[src/rtl/bfu_pkg.sv]
package bfu_pkg;

    localparam int DATA_W = 16;
    localparam int BYTE_W = DATA_W / 2;

    typedef enum logic [2:0] {
        OP_TST_HI = 3'd0,
        OP_TST_LO = 3'd1,
        OP_SET    = 3'd2,
        OP_CLR    = 3'd3,
        OP_CHG    = 3'd4,
        OP_BR_SET = 3'd5,
        OP_BR_CLR = 3'd6,
        OP_NONE   = 3'd7
    } bf_op_e;

    typedef enum logic [1:0] {
        SQ_IDLE = 2'd0,
        SQ_READ = 2'd1,
        SQ_WAIT = 2'd2,
        SQ_LAST = 2'd3
    } sq_state_e;

    typedef struct packed {
        bf_op_e              op;
        logic [DATA_W-1:0]   mask;
        logic                mem;
    } bf_req_t;

    function automatic logic is_branch(input bf_op_e o);
        return (o == OP_BR_SET) || (o == OP_BR_CLR);
    endfunction

    function automatic logic is_modify(input bf_op_e o);
        return (o == OP_SET) || (o == OP_CLR) || (o == OP_CHG);
    endfunction

    function automatic logic wants_high(input bf_op_e o);
        return (o != OP_TST_LO) && (o != OP_BR_CLR);
    endfunction

    // Branch ops take a byte mask placed on the chosen half of the word.
    function automatic logic [DATA_W-1:0] align_mask(input bf_op_e o,
                                                     input logic [DATA_W-1:0] m,
                                                     input logic hi);
        logic [DATA_W-1:0] r;
        if (is_branch(o))
            r = hi ? {m[BYTE_W-1:0], {BYTE_W{1'b0}}} : {{BYTE_W{1'b0}}, m[BYTE_W-1:0]};
        else
            r = m;
        return r;
    endfunction

endpackage

[src/rtl/bfu_field.sv]
module bfu_field
    import bfu_pkg::*;
(
    input  bf_op_e             op,
    input  logic [DATA_W-1:0]  mask,
    input  logic [DATA_W-1:0]  word,
    output logic               pass,
    output logic [DATA_W-1:0]  new_word
);
    logic [DATA_W-1:0] sel;
    logic              all_set;
    logic              all_clr;

    always_comb begin
        sel     = word & mask;
        all_set = (sel == mask);
        all_clr = (sel == '0);
        pass    = wants_high(op) ? all_set : all_clr;
        unique case (op)
            OP_SET:  new_word = word | mask;
            OP_CLR:  new_word = word & ~mask;
            OP_CHG:  new_word = word ^ mask;
            default: new_word = word;
        endcase
    end

endmodule

[src/rtl/bfu_seq.sv]
module bfu_seq
    import bfu_pkg::*;
#(
    parameter int REG_CYC     = 2,
    parameter int MEM_EXTRA   = 1,
    parameter int BR_BASE     = 4,
    parameter int TAKEN_EXTRA = 1,
    localparam int MAX_CYC    = BR_BASE + MEM_EXTRA + TAKEN_EXTRA,
    localparam int CNT_W      = $clog2(MAX_CYC + 1)
)(
    input  logic clk,
    input  logic rst,
    input  logic launch,
    input  logic mem,
    input  logic branch,
    input  logic taken_now,
    output logic busy,
    output logic read_ph,
    output logic last_ph
);
    sq_state_e         state;
    logic [CNT_W-1:0]  rem;
    logic [CNT_W-1:0]  rem_init;
    logic [CNT_W-1:0]  run_len;
    int                total;

    always_comb begin
        if (branch)
            total = BR_BASE + (mem ? MEM_EXTRA : 0) + (taken_now ? TAKEN_EXTRA : 0);
        else
            total = REG_CYC + (mem ? MEM_EXTRA : 0);
        rem_init = CNT_W'(total - 2);
    end

    always_ff @(posedge clk) begin
        if (rst) begin
            state <= SQ_IDLE;
            rem   <= '0;
        end else begin
            unique case (state)
                SQ_IDLE: if (launch) state <= SQ_READ;
                SQ_READ: begin
                    rem   <= rem_init;
                    state <= (rem_init == '0) ? SQ_LAST : SQ_WAIT;
                end
                SQ_WAIT: begin
                    rem <= rem - 1'b1;
                    if (rem == CNT_W'(1)) state <= SQ_LAST;
                end
                default: state <= SQ_IDLE;
            endcase
        end
    end

    // Length of the running operation, counted from the read cycle.
    always_ff @(posedge clk) begin
        if (rst)
            run_len <= '0;
        else if (state == SQ_IDLE)
            run_len <= launch ? CNT_W'(1) : '0;
        else if (state != SQ_LAST)
            run_len <= run_len + 1'b1;
    end

    assign busy    = (state != SQ_IDLE);
    assign read_ph = (state == SQ_READ);
    assign last_ph = (state == SQ_LAST);

    a_r8_plain_length: assert property (@(posedge clk) disable iff (rst)
        (last_ph && !branch) |-> (run_len == CNT_W'(REG_CYC + (mem ? MEM_EXTRA : 0))));

    a_r9_branch_length: assert property (@(posedge clk) disable iff (rst)
        (last_ph && branch) |-> (run_len >= CNT_W'(BR_BASE) && run_len <= CNT_W'(MAX_CYC)));

    a_r10_hold_busy: assert property (@(posedge clk) disable iff (rst)
        (busy && !last_ph) |=> busy);

endmodule

[src/rtl/bitfield_rmw.sv]
module bitfield_rmw
    import bfu_pkg::*;
#(
    parameter int REG_CYC     = 2,
    parameter int MEM_EXTRA   = 1,
    parameter int BR_BASE     = 4,
    parameter int TAKEN_EXTRA = 1
)(
    input  logic               clk,
    input  logic               rst,
    input  logic               start,
    input  logic [2:0]         op,
    input  logic [DATA_W-1:0]  mask,
    input  logic               is_mem,
    input  logic               hi_byte,
    output logic               busy,
    output logic               done,
    output logic               rd_en,
    input  logic [DATA_W-1:0]  rd_data,
    output logic               wr_en,
    output logic [DATA_W-1:0]  wr_data,
    output logic               carry,
    output logic               taken
);
    bf_req_t            req_q;
    bf_op_e             op_in;
    logic               accept;
    logic               pass;
    logic [DATA_W-1:0]  new_word;
    logic [DATA_W-1:0]  word_q;
    logic [DATA_W-1:0]  wdata_q;
    logic               read_ph;
    logic               last_ph;
    logic               br_now;

    assign op_in  = bf_op_e'(op);
    assign accept = start && !busy && (op_in != OP_NONE);

    always_ff @(posedge clk) begin
        if (rst) begin
            req_q <= '{op: OP_TST_HI, mask: '0, mem: 1'b0};
        end else if (accept) begin
            req_q.op   <= op_in;
            req_q.mask <= align_mask(op_in, mask, hi_byte);
            req_q.mem  <= is_mem;
        end
    end

    bfu_field u_field (
        .op       (req_q.op),
        .mask     (req_q.mask),
        .word     (rd_data),
        .pass     (pass),
        .new_word (new_word)
    );

    assign br_now = is_branch(req_q.op);

    bfu_seq #(
        .REG_CYC     (REG_CYC),
        .MEM_EXTRA   (MEM_EXTRA),
        .BR_BASE     (BR_BASE),
        .TAKEN_EXTRA (TAKEN_EXTRA)
    ) u_seq (
        .clk       (clk),
        .rst       (rst),
        .launch    (accept),
        .mem       (req_q.mem),
        .branch    (br_now),
        .taken_now (br_now && pass),
        .busy      (busy),
        .read_ph   (read_ph),
        .last_ph   (last_ph)
    );

    always_ff @(posedge clk) begin
        if (rst) begin
            carry   <= 1'b0;
            taken   <= 1'b0;
            word_q  <= '0;
            wdata_q <= '0;
        end else if (read_ph) begin
            carry   <= pass;
            taken   <= br_now && pass;
            word_q  <= rd_data;
            wdata_q <= new_word;
        end
    end

    assign rd_en   = read_ph;
    assign done    = last_ph;
    assign wr_en   = last_ph && is_modify(req_q.op);
    assign wr_data = wdata_q;

    a_r11_single_write: assert property (@(posedge clk) disable iff (rst)
        wr_en |=> !wr_en);

    a_r11_write_at_done: assert property (@(posedge clk) disable iff (rst)
        wr_en |-> done);

    a_r4_keep_unmasked: assert property (@(posedge clk) disable iff (rst)
        wr_en |-> (((wr_data ^ word_q) & ~req_q.mask) == '0));

    a_r5_zero_mask: assert property (@(posedge clk) disable iff (rst)
        (done && req_q.mask == '0) |-> (carry && wr_data == word_q));

    a_r13_no_op_idle: assert property (@(posedge clk) disable iff (rst)
        (!busy && start && op == 3'd7) |=> !busy);

    a_r7_taken_branch_only: assert property (@(posedge clk) disable iff (rst)
        (done && taken) |-> (br_now && carry));

endmodule

[config.mk]
export PLATFORM = sky130hd
export DESIGN_NAME = bitfield_rmw
export DESIGN_NICKNAME = d
export VERILOG_FILES = /design/src/rtl/bfu_pkg.sv /design/src/rtl/bfu_field.sv /design/src/rtl/bfu_seq.sv /design/src/rtl/bitfield_rmw.sv
export SDC_FILE = /design/constraint.sdc
export NUM_CORES = 1
export LEC_CHECK = 0
export BUFFER_PORTS_ARGS = -buffer_cell sky130_fd_sc_hd__buf_2
export CAP_MARGIN = 40
export CORE_ASPECT_RATIO = 1.75
export CORE_UTILIZATION = 40
export CTS_BUF_LIST = sky130_fd_sc_hd__clkbuf_8
export DETAILED_ROUTE_END_ITERATION = 8
export PLACE_DENSITY = 0.64
export REMOVE_ABC_BUFFERS = 1
export SLEW_MARGIN = 20
export SYNTH_ARGS = -nofsm -noshare
export SYNTH_HDL_FRONTEND = slang
export SYNTH_SLANG_ARGS = --single-unit
[constraint.sdc]
create_clock -name clk -period 2.6 [get_ports clk]
set_input_delay 0.26 -clock clk [delete_from_list [all_inputs] [get_ports clk]]
set_output_delay 0.26 -clock clk [all_outputs]
set_load 0.01 [all_outputs]
-- Yosys cells after proc, flatten, opt, wreduce, memory -nomap -nowiden
Index checks and enable logic that the tools add are counted.
- register bits after elaboration: 43
- input bits: 40
- output and inout port bits: 22
- word-level logic and storage cells: 63
- add/subtract/negate cells: 5
- equal/unequal tests: 17
- muxes and demuxes: 12
- bitwise operators: 5
- reduce and logical (&&, ||, !) cells: 16
- operator list (kind ; number):
    $pmux 16 s3 ; 1
    $and 16x16->16 ; 2
    $mux 16 ; 2
    $eq 16x16->1 ; 1
    $logic_not 16->1 ; 1
    $not 16->16 ; 1
    $or 16x16->16 ; 1
    $xor 16x16->16 ; 1
    $eq 3x3->1 const B ; 5
    $eq 3x2->1 const B ; 2
    $ne 3x3->1 const B ; 2
    $pmux 2 s3 ; 1
    $pmux 3 s2 ; 1
    $logic_and 1x1->1 ; 5
    $eq 2x2->1 const B ; 2
    $logic_or 1x1->1 ; 4
    $mux 1 ; 4
    $mux 2 ; 2
    $reduce_bool 2->1 ; 2
    $add 2x1->3 const A ; 1
    $add 3x1->3 ; 1
    $add 3x1->3 const A ; 1
    $eq 3x1->1 const B ; 1
    $logic_not 3->1 ; 1
    10 further kinds ; 10

-- Logic depth before layout (Yosys ltp)
- depth in word-level cells: 11
- mapped depth: 10
- gate-level depth less buffers: 10

-- Hierarchy
From an unflattened synthesis, not the netlist that was laid out.
- cell total of the unflattened synthesis: 399
- area total of the unflattened synthesis: 3562.2 µm²
- modules (own cells, without submodules) (module ; times used ; cells each ; area each (µm²) ; seq. area each (µm²)):
    bfu_field ; 1 ; 189 ; 1612.8 ; 0.0
    bitfield_rmw ; 1 ; 164 ; 1551.5 ; 760.7
    bfu_seq ; 1 ; 46 ; 397.9 ; 100.1

-- Least setup slack after synthesis
Ideal clock, no wire load.
- kind: flip-flop to flip-flop
- start point: reg, netlist name req_q[6]
- end point: reg u_seq.rem[0]
- setup time: 129 ps
- arrival: 1878 ps
- required time: 2471 ps
- setup slack: 593 ps
- stages on the path, launching flop included: 10
- buffers on the path: 0
- period minus slack after synthesis: 2007 ps
- path through: dfxtp_1 ha_1 nor4_1 nand4_1 mux2_2 nor2_1 ha_1 and3_1 a221oi_1 nor4_1
- cells in the longest elaborated chain, start to end: 9
- elaborated cells between the ends (all ways): 10
- those cells by class: add/sub: 2; eq/ne: 1; mux: 4; bitwise: 1; reduce/logical: 2
- RTL lines (what ; RTL line ; source):
    $and 16x16->16 ; bfu_field.sv:15 ; sel = word & mask;
    $eq 16x16->1 / $logic_not 16->1 (equally long branches) ; bfu_field.sv:16, bfu_field.sv:17 ;
    $mux 1 (*) ; bfu_field.sv:18 ; pass = wants_high(op) ? all_set : all_clr;
    $logic_and 1x1->1 (*) ; bitfield_rmw.sv:70 ; .taken_now (br_now && pass),
    via u_seq.taken_now ; bfu_seq.sv:16 ; input logic taken_now,
    $mux 1 (*) ; bfu_seq.sv:29 ; total = BR_BASE + (mem ? MEM_EXTRA : 0) + (taken_now ? TAKEN_EXTRA : 0);
    $add 3x1->3 (*) ; bfu_seq.sv:29 ;
    $mux 3 (*) ; bfu_seq.sv:28 ; if (branch)
    $sub 3x3->3 (*) ; bfu_seq.sv:32 ; rem_init = CNT_W'(total - 2);
    $pmux 3 s2 (*) ; bfu_seq.sv:40 ; unique case (state)
    end signal: assignment ; bfu_seq.sv:43 ; rem <= rem_init;
    end signal: assignment ; bfu_seq.sv:47 ; rem <= rem - 1'b1;
    end: declaration ; bfu_seq.sv:22 ; logic [CNT_W-1:0] rem;
The timed path passes the listed nets; every way through them passes the cells marked *.
A chain may end at the register's enable or synchronous reset.

-- Worst setup path after layout
- start point: reg, netlist name req_q[14]
- end point: reg u_seq.rem[0]
- cells in the longest elaborated chain, start to end: 9
- elaborated cells between the ends (all ways): 10
- those cells by class: add/sub: 2; eq/ne: 1; mux: 4; bitwise: 1; reduce/logical: 2
- RTL lines (what ; RTL line):
    $and 16x16->16 ; bfu_field.sv:15
    $eq 16x16->1 / $logic_not 16->1 (equally long branches) ; bfu_field.sv:16, bfu_field.sv:17
    $mux 1 (*) ; bfu_field.sv:18
    $logic_and 1x1->1 (*) ; bitfield_rmw.sv:70
    via u_seq.taken_now ; bfu_seq.sv:16
    $mux 1 (*) ; bfu_seq.sv:29
    $add 3x1->3 (*) ; bfu_seq.sv:29
    $mux 3 (*) ; bfu_seq.sv:28
    $sub 3x3->3 (*) ; bfu_seq.sv:32
    $pmux 3 s2 (*) ; bfu_seq.sv:40
Marked as above.

==> metrics list <==
- Status: complete, no violations
- Number of placed I/O pins: 62
- For this run, the post-layout net count is 555.
- Total grt overflow: 0
- The final hold violation count was 0.
* H-tree depth reported by CTS: 2
- After clock tree synthesis, the flow added hold-fix buffers numbering 0.
- Summed over all cells, the static leakage comes to 1.75 nW.
* Final setup viols: 0
- Crit. End Element: register
* Pwr Density: ~730 mW/mm^2
* Post-route non-filler standard cell count: roughly 540
- The worst-case IR drop observed on VDD is between 300 and 400 uV.
- The wire-length estimate of the detail-placed layout is ~6300 um.
- CP required: 2.80 ns
- Clock latency on the worst-skew pair, taken at its later pin, is 0.32 ns.
* Highest clock frequency the design can meet: roughly 420 MHz
* Data arrival at the endpoint of the critical path: ~2.6 ns
- The endpoint identified for the worst register-to-register timing path is u_seq.rem[0].
- Effective utilization at floorplan: 40.9%
- Post-synth EDFFs: 0
* Max-capacitance violation count: 0
- Cell area after layout: between 0.003 and 0.004 sq mm
- After detailed placement, the total cell area comes to between 0.003 and 0.004 sq mm.
- The count of final max-slew check failures is 0.
- CTS tree: done
- The first global-routing pass estimated about 14000 um of wire.
* Critical path startpoint category: register
- In this run, distinct cell masters in the synthesized netlist total 51.
- After synthesis the netlist holds a flip-flop and latch count of 43.
* Resized cells post-CTS: 0
- Between clock sinks in the finished design, the worst skew comes to ~0.015 ns.
* Clock Tree Buf Depth: 2
* Post-synthesis sequential area ratio: about a quarter
- Along the worst hold path, the cell count comes to 3.
- Placer congestion estimate: just under 0.8
- Type of the worst setup path: reg2reg
- Clock tree synthesis selected as its root buffer the cell clkbuf_8.
- Cell count after placement: roughly 530
- Iter 0 DRT Violations: ~190
- Average cell area after synthesis: 8.61 sq um
* Area added between synthesis and finish: 13.4%
* Syn Inst Count: 392
- Transition at the pin with the smallest max-transition slack: ~0.73 ns
* Number of nets with antenna violations after detailed routing: 0
* Fraction of layout instances using a drive strength above 1: between 10% and 20%
- The repair_antennas step left the layout with diodes totalling 0.
- For flop-to-flop paths, the worst setup slack is around 0.23 ns.
* Count of clock tree sinks: between 40 and 50
- Final worst-path cycle share: between 90 and 100%
* Number of antenna violations at the first check in global routing: 0
* Share of synthesized registers carrying an async set or reset: 0%
* Remaining design rule violation count: 0
- GRT Total Usage: about a fifth
- Floorplan die height: roughly 120 um
- The die covers between 0.008 and 0.009 sq mm.
* Start point of the worst hold path: mask[11]
- The via count of the first global-routing pass came to ~2800.
- Maximum net fanout on the critical path: 4
- From left edge to right edge, the die measures between 70 and 80 um.
- The most used flip-flop cell after synthesis is dfxtp_1.
- After filler insertion, the fill cell instance count of the layout stands at ~840.
- DRT Pass-1 Iters: 4
- Dividing the detail-routed via count by the number of cells gives roughly 5.5.
- The worst hold path terminates at req_q[12].
- TritonCTS created 5 clock buffers.
- In this run the tool buffered the top-level ports with 61 buffer cells.
- Detailed routing inserted a total of 2946 vias.
- After detailed routing, the average wire length per cell comes to ~16 um.
- The worst register-to-register path begins at req_q[14].
- Pin count of the biggest net entering global routing: 39
* RSZ-0062 raised after global routing: false
- In this run the worst hold path is classified as in2reg.
* Total Routed Length: around 8600 um
- After synthesis the cells add up to 0.00337 sq mm.
* Final critical path time including I/O delays and setup: ~2.4 ns
- Final TNS setup: 0 ns
- Relative slew slack: roughly half
* Row count: between 40 and 50
* Clock-pin slew on the worst setup and hold paths: around 0.1 ns
- Worst r2r path cells: 9
- Syn. warnings: 0
- Core ar.: between 0.008 and 0.009 sq mm
- In this run the post-CTS setup repair buffer count came out at 0.
==> flip-flops by register name (all words and copies together), names as in the netlist <==
signal and flops:
u_seq.state 2, u_seq.rem 3, req_q 20, taken 1, carry 1, wr_data 16
==> per-stage QoR <==
stage | util [%] | hold slack, ns | setup slack, ns | power [mW]
2_1_floorplan | - | 0.329 | 0.354 | 1.79
3_3_place_gp | 45.0 | 0.451 | 0.156 | 2.22
3_5_place_dp | 45.0 | 0.458 | 0.123 | 2.25
4_1_cts | 46.3 | 0.175 | 0.185 | 2.81
5_1_grt | 46.3 | 0.188 | 0.0179 | 3.00
6_report | 46.3 | 0.186 | 0.230 | 2.78
==> layout by cell type (no fill, tap or decap), types with 7 or more instances in the layout <==
cell	instances
a222oi_1	8
inv_1	39
nor4_1	9
dfxtp_1	43
o2111ai_1	16
o21ai_0	13
a22oi_1	8
a21oi_1	20
nand2b_1	19
nand2_1	7
ha_1	71
nor2b_1	28
nor2_1	30
or2_0	16
buf_2	61
==> per-layer routing <==
| metal | global-route usage (%) | vias to the layer above | routed length, um |
|---|---|---|---|
| met5 | 0 | - | 0 |
| met4 | 7.12 | 0 | 152 |
| met3 | 3.42 | 12 | 314 |
| met2 | 39.2 | 83 | 4630 |
| met1 | 21.6 | 1400 | 3470 |
| li1 | - | 1451 | - |
==> kinds of logic after synthesis <==
logic type	after synthesis	share of synthesized area, %
buffers and inverters	60	7.86
AO/OA/AOI/OAI	84	17.5
multiplexers	1	0.334
AND/OR/NAND/NOR	130	21.7
XOR/XNOR	2	0.519
flip-flops	43	25.5
adder cells (fa/ha/maj)	72	26.6
==> worst max-delay path: stages, from the launching register on <==
cell      delay [ns]
dfxtp_1         0.36
ha_1            0.20
nor4_1          0.46
nand4_1         0.17
mux2_2          0.31
nor2_1          0.10
ha_1            0.23
and3_1          0.16
a221oi_1        0.20
nor4_1          0.08
==> power by group <==
part           switching, mW  total (mW)  internal [mW]  leakage, nW
logic                  0.755        1.29          0.531         1.34
registers              0.124       0.936          0.812        0.352
clock network          0.268       0.554          0.287       0.0581
total                   1.15        2.78           1.63         1.75
==> final cells by class <==
class	count	area, sq um	share of cell area, %
multi-input cells	289	2250	58.8
flip-flops and latches	43	861	22.5
repair buffers	66	343	8.96
inverters	39	146	3.83
well taps	92	115	3.01
clock buffers	5	68.8	1.80
clock inverters	3	43.8	1.14
==> Yosys cell counts (2+ instances only) <==
cell / instances / share of area, %
o211ai_1: 2 / 0.44
nand2b_1: 19 / 3.5
nor4_1: 9 / 1.7
and3_1: 3 / 0.56
clkbuf_1: 13 / 1.4
a22oi_1: 8 / 1.8
buf_6: 3 / 1.0
a211oi_1: 3 / 0.67
ha_1: 71 / 26
a21oi_1: 20 / 3.0
nor2b_1: 28 / 5.2
nor3_1: 4 / 0.59
a222oi_1: 8 / 2.4
inv_1: 39 / 4.3
o2111ai_1: 16 / 4.2
nor2_1: 30 / 3.3
o21ai_1: 4 / 0.59
nand3b_1: 2 / 0.44
nand2_1: 7 / 0.78
dfxtp_1: 43 / 26
o21ai_0: 13 / 1.9
buf_2: 2 / 0.30
nand4_1: 2 / 0.37
or2_0: 16 / 3.0
==> worst max-delay path by stage <==
stage | from | to | slack, ns | cells past startpoint
final | req_q[14] | u_seq.rem[0] | 0.23 | 9
after global routing | req_q[11] | u_seq.rem[0] | 0.02 | 9
after CTS | req_q[14] | u_seq.rem[0] | 0.18 | 9
after detailed placement | rd_data[10] | u_seq.rem[0] | 0.12 | 11
after global placement | rd_data[10] | u_seq.rem[0] | 0.16 | 11
after floorplan | req_q[17] | u_seq.rem[0] | 0.35 | 8
(Power assumes the default switching activity.)
